`src/rtl/spim_pkg.sv`:
```
package spim_pkg;
  localparam int DATA_W = 16;
  localparam int LEN_W  = $clog2(DATA_W);
  localparam int RATE_W = 3;
  localparam int HALF_W = (1 << RATE_W) + 1;
  localparam int EDGE_W = LEN_W + 1;

  // Control word bit positions (software decodes these)
  localparam int C_RATE_LSB = 13;
  localparam int C_EN       = 9;
  localparam int C_GO       = 8;
  localparam int C_DONE     = 7;
  localparam int C_IRQEN    = 6;
  localparam int C_PHA      = 5;
  localparam int C_POL      = 4;

  localparam logic ADDR_CTRL = 1'b0;
  localparam logic ADDR_DATA = 1'b1;

  typedef struct packed {
    logic [RATE_W-1:0] rate;
    logic              pha;
    logic              pol;
    logic [LEN_W-1:0]  len;
  } xfer_cfg_t;

  // System cycles per serial clock half-period
  function automatic logic [HALF_W-1:0] half_period(input logic [RATE_W-1:0] rate);
    half_period = HALF_W'(2) << rate;
  endfunction

  // Ones in bits [len:0]
  function automatic logic [DATA_W-1:0] window_mask(input logic [LEN_W-1:0] len);
    window_mask = {DATA_W{1'b1}} >> (DATA_W - 1 - int'(len));
  endfunction

  // Index of the final clock edge: 2*len+1
  function automatic logic [EDGE_W-1:0] last_edge(input logic [LEN_W-1:0] len);
    last_edge = {len, 1'b1};
  endfunction
endpackage

```
`src/rtl/spim_divider.sv`:
```
module spim_divider
  import spim_pkg::*;
(
  input  logic              clk,
  input  logic              rst_n,
  input  logic              run,
  input  logic [RATE_W-1:0] rate,
  output logic              tick
);
  logic [HALF_W-1:0] cnt_q;
  logic [HALF_W-1:0] limit;

  assign limit = half_period(rate) - 1'b1;
  assign tick  = run && (cnt_q == limit);

  always_ff @(posedge clk) begin
    if (!rst_n)             cnt_q <= '0;
    else if (!run || tick)  cnt_q <= '0;
    else                    cnt_q <= cnt_q + 1'b1;
  end

  // half-period is at least two cycles, so ticks never come back to back
  a_r1_tick_spacing: assert property (@(posedge clk) disable iff (!rst_n)
    tick |=> !tick);
  // counter never runs past the selected limit while running
  a_r1_cnt_bound: assert property (@(posedge clk) disable iff (!rst_n)
    run |-> (cnt_q <= limit));
endmodule

```
`src/rtl/spim_engine.sv`:
```
module spim_engine
  import spim_pkg::*;
(
  input  logic              clk,
  input  logic              rst_n,
  input  logic              start,
  input  logic              abort,
  input  logic              tick,
  input  xfer_cfg_t         cfg_new,
  input  logic              data_wr,
  input  logic [DATA_W-1:0] wdata,
  input  logic              miso,
  output logic              busy,
  output xfer_cfg_t         cfg_act,
  output logic              sclk_run,
  output logic              mosi,
  output logic [DATA_W-1:0] shreg,
  output logic              done_ev
);
  logic              busy_q;
  xfer_cfg_t         act_q;
  logic [EDGE_W-1:0] edge_q;
  logic              sclk_q;
  logic              mosi_q;
  logic [DATA_W-1:0] sh_q;

  logic              step;
  logic              lead_edge;
  logic              is_last;
  logic              sample_ev;
  logic              launch_ev;
  logic [DATA_W-1:0] sh_next;

  assign step      = busy_q && tick && !abort;
  assign lead_edge = ~edge_q[0];
  assign is_last   = (edge_q == last_edge(act_q.len));
  assign sample_ev = step && (lead_edge == act_q.pha);
  assign launch_ev = step && (lead_edge != act_q.pha);
  assign done_ev   = step && is_last;
  assign sh_next   = sample_ev ? {sh_q[DATA_W-2:0], miso} : sh_q;

  always_ff @(posedge clk) begin
    if (!rst_n) begin
      busy_q <= 1'b0;
      act_q  <= '0;
      edge_q <= '0;
      sclk_q <= 1'b0;
      mosi_q <= 1'b0;
      sh_q   <= '0;
    end else if (start) begin
      busy_q <= 1'b1;
      act_q  <= cfg_new;
      edge_q <= '0;
      sclk_q <= cfg_new.pol;
      mosi_q <= sh_q[cfg_new.len];
    end else if (abort) begin
      busy_q <= 1'b0;
    end else if (step) begin
      sclk_q <= ~sclk_q;
      edge_q <= edge_q + 1'b1;
      if (is_last) begin
        busy_q <= 1'b0;
        sh_q   <= sh_next & window_mask(act_q.len);
      end else begin
        sh_q <= sh_next;
        if (launch_ev) mosi_q <= sh_q[act_q.len];
      end
    end else if (data_wr && !busy_q) begin
      sh_q <= wdata;
    end
  end

  assign busy     = busy_q;
  assign cfg_act  = act_q;
  assign sclk_run = sclk_q;
  assign mosi     = mosi_q;
  assign shreg    = sh_q;

  // serial clock moves only on a divider tick
  a_r3_sclk_on_tick: assert property (@(posedge clk) disable iff (!rst_n)
    (busy_q && !step) |=> $stable(sclk_q));
  // transmit line changes only on a launch edge during an exchange
  a_r4_mosi_on_launch: assert property (@(posedge clk) disable iff (!rst_n)
    (busy_q && !launch_ev) |=> $stable(mosi_q));
  // edge index never passes the final edge of the active length
  a_r5_edge_bound: assert property (@(posedge clk) disable iff (!rst_n)
    busy_q |-> (edge_q <= last_edge(act_q.len)));
  // clock is back at rest once the exchange completes
  a_r2_rest_after_done: assert property (@(posedge clk) disable iff (!rst_n)
    done_ev |=> (!busy_q && sclk_q == act_q.pol));
  // data word is frozen against bus writes while busy
  a_r9_data_frozen: assert property (@(posedge clk) disable iff (!rst_n)
    (busy_q && data_wr && !tick) |=> $stable(sh_q));
endmodule

```
`src/rtl/spim_regs.sv`:
```
module spim_regs
  import spim_pkg::*;
(
  input  logic              clk,
  input  logic              rst_n,
  input  logic              wr,
  input  logic              addr,
  input  logic [DATA_W-1:0] wdata,
  input  logic              busy,
  input  logic              done_ev,
  input  logic [DATA_W-1:0] data_word,
  output logic [DATA_W-1:0] rdata,
  output logic              start,
  output logic              abort,
  output logic              data_wr,
  output xfer_cfg_t         cfg_new,
  output logic              pol_live,
  output logic              irq
);
  logic [RATE_W-1:0] rate_q;
  logic              en_q;
  logic              done_q;
  logic              irqen_q;
  logic              pha_q;
  logic              pol_q;
  logic [LEN_W-1:0]  len_q;
  logic              ctl_wr;
  logic [DATA_W-1:0] ctrl_rd;

  assign ctl_wr  = wr && (addr == ADDR_CTRL);
  assign data_wr = wr && (addr == ADDR_DATA);
  assign start   = ctl_wr && wdata[C_EN] && wdata[C_GO] && !busy;
  assign abort   = ctl_wr && !wdata[C_EN] && busy;

  assign cfg_new.rate = wdata[C_RATE_LSB +: RATE_W];
  assign cfg_new.pha  = wdata[C_PHA];
  assign cfg_new.pol  = wdata[C_POL];
  assign cfg_new.len  = wdata[0 +: LEN_W];

  always_ff @(posedge clk) begin
    if (!rst_n) begin
      rate_q  <= '0;
      en_q    <= 1'b0;
      irqen_q <= 1'b0;
      pha_q   <= 1'b0;
      pol_q   <= 1'b0;
      len_q   <= '0;
    end else if (ctl_wr) begin
      rate_q  <= wdata[C_RATE_LSB +: RATE_W];
      en_q    <= wdata[C_EN];
      irqen_q <= wdata[C_IRQEN];
      pha_q   <= wdata[C_PHA];
      pol_q   <= wdata[C_POL];
      len_q   <= wdata[0 +: LEN_W];
    end
  end

  always_ff @(posedge clk) begin
    if (!rst_n)                          done_q <= 1'b0;
    else if (done_ev)                    done_q <= 1'b1;
    else if (ctl_wr && !wdata[C_DONE])   done_q <= 1'b0;
  end

  always_comb begin
    ctrl_rd                           = '0;
    ctrl_rd[C_RATE_LSB +: RATE_W]     = rate_q;
    ctrl_rd[C_EN]                     = en_q;
    ctrl_rd[C_GO]                     = busy;
    ctrl_rd[C_DONE]                   = done_q;
    ctrl_rd[C_IRQEN]                  = irqen_q;
    ctrl_rd[C_PHA]                    = pha_q;
    ctrl_rd[C_POL]                    = pol_q;
    ctrl_rd[0 +: LEN_W]               = len_q;
  end

  assign rdata    = (addr == ADDR_DATA) ? data_word : ctrl_rd;
  assign pol_live = pol_q;
  assign irq      = done_q & irqen_q;

  // an exchange never runs with the enable cleared
  a_r6_busy_needs_en: assert property (@(posedge clk) disable iff (!rst_n)
    busy |-> en_q);
  // completion always lands in the flag
  a_r7_done_sets_flag: assert property (@(posedge clk) disable iff (!rst_n)
    done_ev |=> done_q);
  // an abandoned exchange does not raise the flag
  a_r10_abort_no_flag: assert property (@(posedge clk) disable iff (!rst_n)
    (abort && !done_q) |=> !done_q);
  // completion with the interrupt enabled raises the request
  a_r8_irq_on_done: assert property (@(posedge clk) disable iff (!rst_n)
    (done_ev && irqen_q && !ctl_wr) |=> irq);
endmodule

```
`src/rtl/spim_master.sv`:
```
module spim_master
  import spim_pkg::*;
(
  input  logic        clk,
  input  logic        rst_n,
  input  logic        bus_wr,
  input  logic        bus_addr,
  input  logic [15:0] bus_wdata,
  output logic [15:0] bus_rdata,
  output logic        sclk,
  output logic        mosi,
  input  logic        miso,
  output logic        irq
);
  logic              start;
  logic              abort;
  logic              data_wr;
  logic              busy;
  logic              tick;
  logic              done_ev;
  logic              pol_live;
  logic              sclk_run;
  xfer_cfg_t         cfg_new;
  xfer_cfg_t         cfg_act;
  logic [DATA_W-1:0] shreg;

  spim_regs regs_i (
    .clk       (clk),
    .rst_n     (rst_n),
    .wr        (bus_wr),
    .addr      (bus_addr),
    .wdata     (bus_wdata),
    .busy      (busy),
    .done_ev   (done_ev),
    .data_word (shreg),
    .rdata     (bus_rdata),
    .start     (start),
    .abort     (abort),
    .data_wr   (data_wr),
    .cfg_new   (cfg_new),
    .pol_live  (pol_live),
    .irq       (irq)
  );

  spim_divider div_i (
    .clk   (clk),
    .rst_n (rst_n),
    .run   (busy),
    .rate  (cfg_act.rate),
    .tick  (tick)
  );

  spim_engine eng_i (
    .clk      (clk),
    .rst_n    (rst_n),
    .start    (start),
    .abort    (abort),
    .tick     (tick),
    .cfg_new  (cfg_new),
    .data_wr  (data_wr),
    .wdata    (bus_wdata),
    .miso     (miso),
    .busy     (busy),
    .cfg_act  (cfg_act),
    .sclk_run (sclk_run),
    .mosi     (mosi),
    .shreg    (shreg),
    .done_ev  (done_ev)
  );

  assign sclk = busy ? sclk_run : pol_live;
endmodule

```
`config.mk`:
```
export PLATFORM = sky130hd
export DESIGN_NAME = spim_master
export DESIGN_NICKNAME = d
export VERILOG_FILES = /design/src/rtl/spim_pkg.sv /design/src/rtl/spim_divider.sv /design/src/rtl/spim_engine.sv /design/src/rtl/spim_regs.sv /design/src/rtl/spim_master.sv
export SDC_FILE = /design/constraint.sdc
export NUM_CORES = 1
export LEC_CHECK = 0
export BUFFER_PORTS_ARGS = -buffer_cell sky130_fd_sc_hd__buf_2
export CORE_MARGIN = 2
export CORE_UTILIZATION = 25
export DETAILED_ROUTE_END_ITERATION = 6
export PLACE_DENSITY_LB_ADDON = 0.15
export SYNTH_ARGS = -nofsm -noshare
export SYNTH_HDL_FRONTEND = slang
export SYNTH_SLANG_ARGS = --single-unit
```
`constraint.sdc`:
```
create_clock -name clk -period 2.85 [get_ports clk]
set_input_delay 0 -clock clk [delete_from_list [all_inputs] [get_ports clk]]
set_output_delay 0 -clock clk [all_outputs]
set_load 0.01 [all_outputs]
```
# Yosys cells after proc, flatten, opt, wreduce, memory -nomap -nowiden
# Index checks and enable logic that the tools add are counted.
# word_totals
word_cells,95
in_bits,21
n_memories,0
out_inout_bits,19
ramBits,0
romBits,0
regBits,53
latchBits,0
# classes
n_mux,24
n_bitwise,8
div,0
n_eq_ne,6
shifts,2
n_reduce_logical,33
magnitude_cmp,2
addsub,4
multipliers,0
# ops
operator,count
$mux W16,5
$shr A16 B32 Y16 const A,1
$mux W1,17
$and A16 B16 Y16,1
$logic_and A1 B1 Y1,15
$lt A4 B5 Y1 const B,2
$add A9 B1 Y9 const B,1
$eq A9 B9 Y1,1
$shl A2 B3 Y9 const A,1
$sub A9 B1 Y9 const B,1
$bmux W1 S4,2
$reduce_bool A2 Y1,4
$not A1 Y1,6
$reduce_and A2 Y1,3
$reduce_bool A3 Y1,2
$add A5 B1 Y5 const B,1
$eq A5 B5 Y1,1
$sub A4 B4 Y5 const A,1
$logic_not A1 Y1,4
$ne A2 B1 Y1 const B,2
$reduce_and A4 Y1,1
$reduce_or A2 Y1,2
$reduce_and A3 Y1,1
$and A1 B1 Y1,1
other kinds (3),3

# Logic depth before layout (Yosys ltp)
# Gate-level depths: netlist of run 1.
# logic_depth
depth_word,12
depth_mapped,14
ltp_nobuf,10

# Hierarchy
# A second synthesis of run 1 with hierarchy kept.
# unflattened
hier_cells,381
area_unflattened_um2,3388.2
# by_module_without_submodules
mod,n_inst,cells_each,area_each_um2
spim_engine,1,221,1951.9
spim_regs,1,84,777.0
spim_divider,1,75,644.4
spim_master,1,1,15.0

# Worst setup path before layout of run 1
# Ideal clock, no wire load.
# synth_path
path_type,reg2reg
startpoint,register eng_i.act_q (netlist bit eng_i.cfg_act[6])
endpoint,register eng_i.sh_q[10] (netlist: eng_i.shreg[10])
arrival_time_ps,2704
n_path_buf,3
slack_ps,72
required_ps,2776
setup_ps,74
period_less_slack_ps,2778
stages_incl_launch_ff,13
cell_sequence,dfxtp_1 -> clkbuf_1 -> or3_1 -> ha_1 -> xor2_1 -> mux2i_1 -> o211ai_1 -> a31o_1 -> buf_6 -> or2_1 -> buf_6 -> a221o_1 -> a31oi_2
# synth_via
elab_chain_cells,11
word_cells_on_any_way,13
cone_classes,1 x add/sub; 1 x eq/ne; 1 x shift; 3 x mux; 1 x bitwise; 6 x reduce/logical
# synth_rtl
element,line_no,text
start: declaration,spim_engine.sv:21,xfer_cfg_t act_q;
start signal: assignment,spim_engine.sv:52,act_q <= cfg_new;
$shl A2 B3 Y9 *,spim_pkg.sv:29,half_period = HALF_W'(2) << rate;
$sub A9 B1 Y9 *,spim_divider.sv:13,assign limit = half_period(rate) - 1'b1;
$eq A9 B9 Y1 *,spim_divider.sv:14,assign tick = run && (cnt_q == limit);
$logic_and A1 B1 Y1 *,spim_divider.sv:14,
$logic_and A1 B1 Y1 * (2 in a row),spim_engine.sv:34,assign step = busy_q && tick && !abort;
$logic_and A1 B1 Y1,spim_engine.sv:37,assign sample_ev = step && (lead_edge == act_q.pha);
$mux W16,spim_engine.sv:40,"assign sh_next = sample_ev ? {sh_q[DATA_W-2:0], miso} : sh_q;"
$and A16 B16 Y16,spim_engine.sv:63,sh_q <= sh_next & window_mask(act_q.len);
$mux W16,spim_engine.sv:61,if (is_last) begin
$mux W16,spim_engine.sv:58,end else if (step) begin
end signal: assignment,spim_engine.sv:63,
end signal: assignment,spim_engine.sv:65,sh_q <= sh_next;
end signal: assignment,spim_engine.sv:69,sh_q <= wdata;
end: declaration,spim_engine.sv:25,logic [DATA_W-1:0] sh_q;
# Every way passes the cells marked *; elsewhere a longest branch is shown, timed or not.
# A chain may end at the register's enable or synchronous reset.

# Final worst setup path of run 1
# layout_path
startpoint,register eng_i.act_q (netlist bit eng_i.cfg_act[8])
endpoint,register eng_i.sh_q[10] (netlist: eng_i.shreg[10])
# Same word-level chain as after synthesis.

==> impl_metrics.tcl, run 1 <==
set metrics [dict create \
    p_int_w 0.001311 \
    syn_to_final_growth_pct 22.46 \
    drtAntennaViolNets 0 \
    viasPerCell 4.957 \
    wl_met2_um 5133 \
    skew_ns 0.01222 \
    worst-slew-pin-transition_ns 0.7039 \
    cts_setup_buffers 0 \
    p_sw_w 0.0004976 \
    setup_viol_count_final 0 \
    maxCapViolations 0 \
    insertion_delay_ns 0.31 \
    start_util_pct 25.88 \
    synth_area_leaders "dfxtp_1, nand2_1, mux4_2, a21boi_0, mux2i_1" \
    ys.flop_type "dfxtp_1" \
    cts.clk_slew.worst_paths_ns 0.08 \
    synth_edf_count 0 \
    layout.nets 478 \
    die-area_um2 14100 \
    wirelength_um 10430 \
    async_reset_ff_share_pct 0 \
    rows 41 \
    holdCritStartpoint "bus_wdata[10]" \
    drt_iter0_markers 200 \
    syn_inst 407 \
    worstHoldPathType "primary input to register" \
    cts-root-buf "clkbuf_16" \
    core_um2 12720 \
    gp_congestion 0.8330 \
    cts_inserted_buffers 5 \
    critPathLaunch "eng_i.cfg_act[8]$_SDFFE_PN0P_" \
    wl_per_cell_um 16.64 \
    crit-reg2reg-launch "eng_i.cfg_act[8]$_SDFFE_PN0P_" \
    pwr-share-seq_pct 44.7 \
    grt_antenna_before_repair 0 \
    wl_met1_um 4836 \
    finalCriticalPeriod_ns 2.677 \
    path_class "register to register" \
    reg2reg_depth 9 \
    cts_sinks 53 \
    swShare_pct 27.51 \
    tritoncts "built" \
    min_path_cells 3 \
    clockPowerShare_pct 41.0 \
    synth-seq-area-share_pct 32.23 \
    fillers 1424 \
    grt_pass1_wl_um 16840 \
    path_max_fanout 11 \
    grt_start_max_net_pins 42 \
    syn_nets 431 \
    synth_top_cell_area_share_pct 32.23 \
    grt_pass1_vias 3045 \
    hold_ws_ns 0.002458 \
    postPlaceCellArea_um2 3745 \
    grt_overflow 0 \
    peakVddDrop_uv 200.5 \
    dp_hpwl_um 7265 \
    final_area_um2 4031 \
    rrSetupSlack_ns 0.17 \
    die_y_um 118.8 \
    grt.total_usage_pct 15.22 \
    antenna_cells 0 \
    tns_ns 0 \
    finalHoldViolations 0 \
    ys_ff_latch 53 \
    min_to "eng_i.shreg[10]$_SDFFE_PN0P_" \
    port-buffer-count 39 \
    dp_cells 608 \
    rsz0062_at_grt "false" \
    top_layer_used "met4" \
    crit_path_start_kind "register" \
    syn_area_um2 3292 \
    end_kind "register" \
    slew_headroom_pct 53.07 \
    outcome "finished, final reports clean" \
    cp.required_ns 3.08 \
    die_w_um 118.8 \
    worstPathArrival_ns 2.91 \
    firstDrtPassIters 4 \
    p_comb_share_pct 14.3 \
    pwr_density_cell_nw_per_um2 448.7 \
    drive_gt1_share_pct 21.76 \
    htreeDepth 2 \
    synth_area_per_cell_um2 8.088 \
    total_leakage_power_nw 1.571 \
    drv_slew 0 \
    setup_ws_ns 0.1729 \
    pre_cts_ws_ns 0.1826 \
    yosysTopAreaCell "dfxtp_1" \
    wl_met3_um 368 \
    finalNonFillerCells 627 \
    synth_cell_type_count 51 \
    cts_buffer_depth 2 \
    finalCritPeriodShare_pct 93.93 \
    vias 3108 \
    r2r_end "eng_i.shreg[10]$_SDFFE_PN0P_" \
    drc 0 \
    io-pin-count 40 \
    synth_warnings 0 \
    fmax_mhz 373.5 \
]
-- sequential cells by signal, indices dropped and copies added (netlist names), 3 cells and up --
signal / count
eng_i.shreg: 16
div_i.cnt_q: 9
eng_i.cfg_act: 8
eng_i.edge_q: 5
regs_i.len_q: 4
regs_i.rate_q: 3
-- worst max path at each step --
stage / slack, ns / to / cells past startpoint
finish: 0.17 / eng_i.shreg[10]$_SDFFE_PN0P_ / 9
global route: 0.002 / eng_i.shreg[3]$_SDFFE_PN0P_ / 12
CTS: 0.15 / eng_i.shreg[10]$_SDFFE_PN0P_ / 9
detailed placement: 0.18 / eng_i.shreg[0]$_SDFFE_PN0P_ / 11
global placement: 0.26 / eng_i.shreg[11]$_SDFFE_PN0P_ / 11
floorplan: 0.07 / eng_i.shreg[10]$_SDFFE_PN0P_ / 12
-- power by group through the flow --
stage          sequential, W  clock (W)  combinational (W)
6_report            0.000809   0.000742           0.000258
5_1_grt             0.000815   0.000782           0.000284
4_1_cts             0.000810   0.000761           0.000260
3_5_place_dp        0.000827          0           0.000248
3_3_place_gp        0.000827          0           0.000247
2_1_floorplan       0.000808          0           0.000164
-- repair_timing --
action | CTS | global route
hold buffers | 11 | 0
hold endpoints to repair | 17 | 0
gates resized for setup | 0 | 1
endpoints found under the setup margin | 0 | 3
-- Yosys cell counts, types with 2 or more instances --
library cell,n
clkbuf_1,22
xnor2_1,10
a21oi_1,21
nand4_1,5
nor2_1,30
buf_2,5
o21ai_0,23
xor2_1,10
nor2b_1,2
ha_1,3
o21a_1,2
a31oi_2,2
buf_1,2
mux2i_1,14
dfxtp_1,53
a21boi_0,20
nand2_1,76
nor4_1,5
or4bb_1,2
and3_1,2
or4_1,3
nor3_1,10
o211ai_1,3
buf_6,3
o221ai_1,4
and2_1,5
a31oi_1,7
nand2b_1,4
nand3_1,6
mux2_2,12
inv_1,12
mux4_2,9
a221o_1,2
-- cell families (layout without fill, tap and decap cells) --
kind of cell | Yosys count | after routing | share of synthesized area (%)
AO/OA/AOI/OAI | 94 | 94 | 18.93
multiplexers | 35 | 35 | 14.52
flip-flops | 53 | 53 | 32.23
buffers and inverters | 45 | 93 | 6.119
XOR/XNOR | 20 | 20 | 5.321
AND/OR/NAND/NOR | 157 | 157 | 21.74
adder cells (fa/ha/maj) | 3 | 3 | 1.140
-- layout by cell type (no fill, tap or decap), types with 2 or more instances in the layout --
master         count
dlygate4sd3_1     11
nor2b_1            2
o211ai_1           3
a221o_1            2
and3_1             2
o21ai_0           23
or4bb_1            2
nor3_1            10
ha_1               3
o221ai_1           4
nor4_1             4
buf_2             39
inv_1             12
nand2b_1           4
o21a_1             2
nand4_1            5
mux2_2            12
xor2_1            10
mux2i_1           14
a21oi_1           21
and2_1             5
nand2_1           76
nand3_1            6
a21boi_0          20
nor2_1            30
or4_1              3
a31oi_2            2
mux4_2             9
a31oi_1            7
dfxtp_1           53
buf_4             22
clkbuf_16          5
xnor2_1            9
-- stage by stage --
stage | utilization, % | power, W
final | 31.69 | 0.001809
after global routing | 31.69 | 0.001881
after CTS | 31.63 | 0.001831
after detailed placement | 29.44 | 0.001075
after global placement | 29.44 | 0.001073
after floorplan | - | 0.0009720
-- layout make-up --
type / count / area, µm² / share of cell area, %
clock buffer: 5 / 125.1 / 3.104
clock inverter: 3 / 43.79 / 1.086
inverter: 12 / 45.04 / 1.117
multi-input combinational: 309 / 2051 / 50.87
sequential: 53 / 1061 / 26.32
tap: 172 / 215.2 / 5.338
timing repair buffer: 73 / 490.5 / 12.17
-- critical path: stages, from the launching register on --
cell,delay (ns)
dfxtp_1,0.36
or3_1,0.32
ha_1,0.23
xor2_1,0.22
mux2i_1,0.21
o211ai_1,0.12
a31o_1,0.22
or2_1,0.41
a221o_1,0.34
a31oi_2,0.16
-- metal layers --
layer	vias up	global-route usage, %
li1	1523	-
met5	-	0
met2	66	25.40
met4	0	3.646
met1	1514	20.20
met3	5	2.896
(Power assumes the default switching activity.)
==> inputs of run 2 (changes only) <==
--- a/config.mk
+++ b/config.mk
@@ -5,6 +5,7 @@
 export SDC_FILE = /design/constraint.sdc
 export NUM_CORES = 1
 export LEC_CHECK = 0
+export ABC_AREA = 1
 export BUFFER_PORTS_ARGS = -buffer_cell sky130_fd_sc_hd__buf_2
 export CORE_MARGIN = 2
 export CORE_UTILIZATION = 25
==> run 2 against run 1 <==
Maximum frequency increased by 8.6%. Area after synthesis increased by 2.5%. Power increased by 0.32%. Die area increased by 2.4%. Routed wire length increased by 8.5%. Clock skew increased by 0.00099 ns. Largest cell class unchanged. Sequential cell count unchanged. Final cell count increased by 20%. Critical path depth increased by 7. Sequential share of layout area increased by 0.69 points. Core utilization decreased by 1.9 points. Setup slack improved by 0.21 ns.
==> impl_metrics.tcl, run 2 <==
set metrics [dict create \
    largest_reg_flops 16 \
    cts_sinks 53 \
    tritoncts "built" \
    worstPathArrival_ns 2.71 \
    slew_headroom_pct 62.00 \
    start_util_pct 25.58 \
    layout_commonest_cell "nand2_1" \
    die_w_um 120.2 \
    yosysTopAreaCell "dfxtp_1" \
    end_kind "register" \
    setup_ws_ns 0.3856 \
    drt_iter0_markers 235 \
    path_max_fanout 27 \
    rrSetupSlack_ns 0.39 \
    grt_antenna_before_repair 0 \
    viasPerCell 4.820 \
    post-route-util_pct 29.79 \
    syn_nets 569 \
    grt.total_usage_pct 16.35 \
    grt_overflow 0 \
    core_um2 13190 \
    syn_area_um2 3374 \
    crit_top_cell "nand2_1" \
    synth_cell_type_count 33 \
    ys_ff_latch 53 \
    finalCritPeriodShare_pct 86.47 \
    swShare_pct 28.97 \
    worstHoldPathType "primary input to register" \
    pwr-share-seq_pct 44.3 \
    fmax_mhz 405.8 \
    synth_commonest_cells "nand2_1, o21ai_0, inv_1" \
    synth-seq-area-share_pct 31.44 \
    synth_warnings 0 \
    drv_slew 0 \
    async_reset_ff_share_pct 0 \
    outcome "finished, final reports clean" \
    finalHoldViolations 0 \
    syn_to_final_growth_pct 16.43 \
    drtAntennaViolNets 0 \
    antenna_cells 0 \
    cts.clk_slew.worst_paths_ns 0.08 \
    finalCriticalPeriod_ns 2.464 \
    pwr_density_cell_nw_per_um2 461.9 \
    maxCapViolations 0 \
    drc 0 \
    vias 3634 \
    clockPowerShare_pct 40.8 \
    drive_gt1_share_pct 12.28 \
    synth_edf_count 0 \
    synth_area_per_cell_um2 6.192 \
    crit_path_start_kind "register" \
    slowest_delay_ns 0.50 \
    layout.nets 601 \
    grt_pass1_wl_um 18490 \
    setup_viol_count_final 0 \
    fillers 1489 \
    synth_area_leaders "dfxtp_1, nand2_1, o21ai_0, a21oi_1, nand3_1" \
    wirelength_um 11320 \
    cts-root-buf "clkbuf_16" \
    p_total_w 0.001815 \
    wl_per_cell_um 15.01 \
    final_area_um2 3929 \
    tns_ns 0 \
    p_sw_w 0.0005258 \
    peakVddDrop_uv 207.7 \
    total_leakage_power_nw 1.744 \
    pre_cts_ws_ns 0.4274 \
    post-synth-top-count-cell "nand2_1" \
    dp_hpwl_um 8235 \
    p_int_w 0.001289 \
    die-area_um2 14440 \
    gp_congestion 0.9070 \
    worst-slew-pin-transition_ns 0.5693 \
    cp_slowest_cell "dfxtp_1" \
    cts_buffer_depth 2 \
    ys.flop_type "dfxtp_1" \
    firstDrtPassIters 6 \
    final_cell_mix "nand2_1, o21ai_0, inv_1" \
    p_comb_share_pct 14.9 \
    rows 42 \
    postPlaceCellArea_um2 3716 \
    io-pin-count 40 \
    skew_ns 0.01321 \
    cp.required_ns 3.10 \
    crit_chain "inv_4 -> nand2_1 -> ha_1 -> nand3_1 -> nand2_1 -> clkinv_1 -> nand2_1 -> nand2_1 -> nand2_1 -> nand3_2 -> nor2_4 -> buf_4 -> nand2_1 -> o21ai_1 -> nand2_1 -> nor2_1" \
    cts_inserted_buffers 5 \
    insertion_delay_ns 0.31 \
    path_class "register to register" \
    die_y_um 120.2 \
    grt_pass1_vias 3480 \
    port-buffer-count 39 \
    grt_start_max_net_pins 28 \
    synth_top_cell_area_share_pct 31.44 \
    syn_inst 545 \
    htreeDepth 2 \
    rsz0062_at_grt "false" \
]
[run 2: critical path: cells and delay by family (launching register included)]
kind / cells / cell delay [ns]
adder cells (fa/ha/maj): 1 / 0.27
flip-flops: 1 / 0.50
buffers and inverters: 3 / 0.45
AO/OA/AOI/OAI: 1 / 0.13
AND/OR/NAND/NOR: 11 / 1.04
[run 2: kinds of logic after synthesis]
family,after synthesis,synth area share (%)
and+or+nand+nor,245,31.92
AOI/OAI and AO/OA,149,22.80
buffers and inverters,89,11.16
DFF,53,31.44
xor gates and xnor gates,6,1.557
adders and majority gates,3,1.112
[run 2: final cells by class]
type                            count  area (µm²)  share of cell area [%]
Sequential cell                    53        1061                   27.01
Clock buffer                        5       125.1                   3.185
Clock inverter                      3       47.55                   1.210
Multi-Input combinational cell    403        1937                   49.30
Tap cell                          176       220.2                   5.605
Inverter                           62       235.2                   5.987
Timing Repair Buffer               52       302.8                   7.707
[run 2: power groups by stage]
| stage | Combinational, W | Sequential (W) | Clock (W) |
|---|---|---|---|
| after floorplan | 0.000186 | 0.000806 | 0 |
| final | 0.000271 | 0.000804 | 0.000740 |
| after detailed placement | 0.000268 | 0.000820 | 0 |
| after global routing | 0.000309 | 0.000810 | 0.000796 |
| after CTS | 0.000273 | 0.000804 | 0.000767 |
| after global placement | 0.000266 | 0.000820 | 0 |
[run 2: metal layers]
layer  up-vias  routed length [µm]  global-route usage (%)
met5         -                   0                       0
met4         0                 193                   4.412
met3        11                 458                   2.500
met2        97                5533                   28.62
met1      1679                5132                   20.86
li1       1847                   -                       -
[run 2: stage by stage]
step	std cells	hold slack (ns)
2_1_floorplan	545	0.1446
3_3_place_gp	742	0.2963
3_5_place_dp	742	0.3004
4_1_cts	754	0.008951
5_1_grt	754	0.006006
6_report	754	0.006604
[run 2: path summary, 6_finish.rpt]
check	from	endpoint	cells after the start
worst max-delay path	eng_i.cfg_act[8]$_SDFFE_PN0P_	eng_i.mosi$_SDFFE_PN0P_	16
worst min-delay path	bus_wdata[11]	eng_i.shreg[11]$_SDFFE_PN0P_	3
worst max register to register	eng_i.cfg_act[8]$_SDFFE_PN0P_	eng_i.mosi$_SDFFE_PN0P_	16
worst min register to register	div_i.cnt_q[0]$_SDFF_PP0_	div_i.cnt_q[0]$_SDFF_PP0_	1
[run 2: timing repair]
item | in CTS | in global routing
hold buffers | 4 | 0
endpoints found under the hold margin | 5 | 0
buffers inserted | 0 | 0
resized for setup | 0 | 0
==> inputs of run 3 (changes only) <==
--- a/config.mk
+++ b/config.mk
@@ -6,7 +6,7 @@
 export NUM_CORES = 1
 export LEC_CHECK = 0
 export ABC_AREA = 1
-export BUFFER_PORTS_ARGS = -buffer_cell sky130_fd_sc_hd__buf_2
+export BUFFER_PORTS_ARGS = -buffer_cell sky130_fd_sc_hd__buf_4
 export CORE_MARGIN = 2
 export CORE_UTILIZATION = 25
 export DETAILED_ROUTE_END_ITERATION = 6
==> run 3 against run 2 <==
Non-clock buffer count increased by 3. Hold slack worse by 0.0011 ns. Largest cell class unchanged. Clock-buffer cell count rose by 2.
==> impl_metrics.tcl, run 3 (synthesis gave the netlist of run 2 again) <==
set metrics [dict create \
    vias 3688 \
    die_y_um 120.2 \
    largest_reg_flops 16 \
    drv_slew 0 \
    grt.total_usage_pct 16.32 \
    skew_ns 0.004188 \
    start_util_pct 25.58 \
    path_class "register to register" \
    pwr-share-seq_pct 44.9 \
    finalHoldViolations 0 \
    cts.clk_slew.worst_paths_ns 0.07 \
    fillers 1472 \
    worst-slew-pin-transition_ns 0.5238 \
    worstHoldPathType "primary input to register" \
    cts-root-buf "clkbuf_16" \
    cts_resized 0 \
    htreeDepth 2 \
    hold_ws_ns 0.005502 \
    gp_congestion 0.8803 \
    clockPowerShare_pct 38.6 \
    die-area_um2 14440 \
    viasPerCell 4.872 \
    cts_inserted_buffers 5 \
    crit_path_start_kind "register" \
    antenna_cells 0 \
    p_int_w 0.001264 \
    p_sw_w 0.0005211 \
    swShare_pct 29.19 \
    cp.required_ns 3.10 \
    pwr_density_cell_nw_per_um2 441.0 \
    grt_overflow 0 \
    grt_pass1_wl_um 18400 \
    p_comb_share_pct 16.5 \
    syn_to_final_growth_pct 19.95 \
    io-pin-count 40 \
    drc 0 \
    setup_viol_count_final 0 \
    total_leakage_power_nw 1.772 \
    final_cell_mix "nand2_1, o21ai_0, inv_1" \
    wl_per_cell_um 15.23 \
    peakVddDrop_uv 179.5 \
    die_w_um 120.2 \
    outcome "finished, final reports clean" \
    end_kind "register" \
    drt_iter0_markers 202 \
    finalCritPeriodShare_pct 87.60 \
    firstDrtPassIters 5 \
    core_um2 13190 \
    grt_start_max_net_pins 39 \
    wirelength_um 11530 \
    finalCriticalPeriod_ns 2.496 \
    fmax_mhz 400.6 \
    slew_headroom_pct 64.98 \
    worstPathArrival_ns 2.74 \
    insertion_delay_ns 0.31 \
    drtAntennaViolNets 0 \
    rsz0062_at_grt "false" \
    drive_gt1_share_pct 12.05 \
    maxCapViolations 0 \
    cts_buffer_depth 2 \
    port-buffer-count 39 \
    layout_commonest_cell "nand2_1" \
    dp_hpwl_um 8332 \
    layout.nets 604 \
    rows 42 \
    cts_sinks 53 \
    tns_ns 0 \
    grt_antenna_before_repair 0 \
    path_max_fanout 27 \
    tritoncts "built" \
    grt_pass1_vias 3509 \
]
==> run 3: cell count changes in the layout (fill, tap and decap cells not counted), sizes merged <==
cell / change
dlygate4sd3: +4
buf: -1
clkbuf: +2
bufinv: -1
inv: -1
==> run 3: area by class of cell <==
type | count | area, µm² | area share (%)
tap | 176 | 220.2 | 5.440
clock buffer | 7 | 152.6 | 3.771
inverter | 62 | 235.2 | 5.811
sequential | 53 | 1061 | 26.21
clock inverter | 1 | 8.758 | 0.2164
timing repair buffer | 55 | 432.9 | 10.70
multi-input combinational | 403 | 1937 | 47.85
==> run 3: critical path: stages (launching register included) <==
cell      delay, ns
dfxtp_1        0.52
inv_4          0.09
nand2_1        0.11
ha_1           0.25
nand3_1        0.11
nand2_1        0.09
clkinv_1       0.07
nand2_1        0.06
nand2_1        0.04
nand2_1        0.15
nand3_2        0.14
nor2_4         0.09
buf_4          0.29
nand2_1        0.12
o21ai_1        0.13
nand2_1        0.06
nor2_1         0.10
==> run 3: final timing paths <==
check | depth (start not counted) | slack [ns] | from | end
hold reg to reg | 1 | 0.46 | div_i.cnt_q[0]$_SDFF_PP0_ | div_i.cnt_q[0]$_SDFF_PP0_
setup reg to reg | 16 | 0.35 | eng_i.cfg_act[8]$_SDFFE_PN0P_ | eng_i.mosi$_SDFFE_PN0P_
setup / recovery | 16 | 0.35 | eng_i.cfg_act[8]$_SDFFE_PN0P_ | eng_i.mosi$_SDFFE_PN0P_
hold / removal | 3 | 0.006 | bus_wdata[11] | eng_i.shreg[11]$_SDFFE_PN0P_
==> run 3: timing repair <==
item	CTS	global route
hold endpoints to repair	12	0
hold buffers	8	0
setup buffers	0	0
==> run 3: power by group through the flow <==
stage          Sequential [W]  Combinational [W]  Clock (W)
2_1_floorplan        0.000806           0.000186          0
3_3_place_gp         0.000819           0.000284          0
3_5_place_dp         0.000819           0.000287          0
4_1_cts              0.000801           0.000297   0.000710
5_1_grt              0.000806           0.000330   0.000726
6_report             0.000802           0.000294   0.000689
==> run 3: routing by layer <==
layer  part of all wire [%]  global-route usage [%]  up-vias
li1                       -                       -     1858
met1                     44                   20.19     1726
met2                     49                   27.98       85
met3                    3.9                   2.877       19
met4                    2.2                   6.618        0
met5                      0                       0        -
==> run 3: per-stage QoR <==
stage	setup WS [ns]	area (µm²)	power [W]	utilization, %	instances
finish	0.3535	4048	0.001785	30.69	757
floorplan	0.8544	3374	0.0009917	-	545
CTS	0.3595	4048	0.001808	30.69	757
global placement	0.5348	3806	0.001103	28.86	741
detailed placement	0.3993	3806	0.001105	28.86	741
global route	0.1124	4048	0.001863	30.69	757
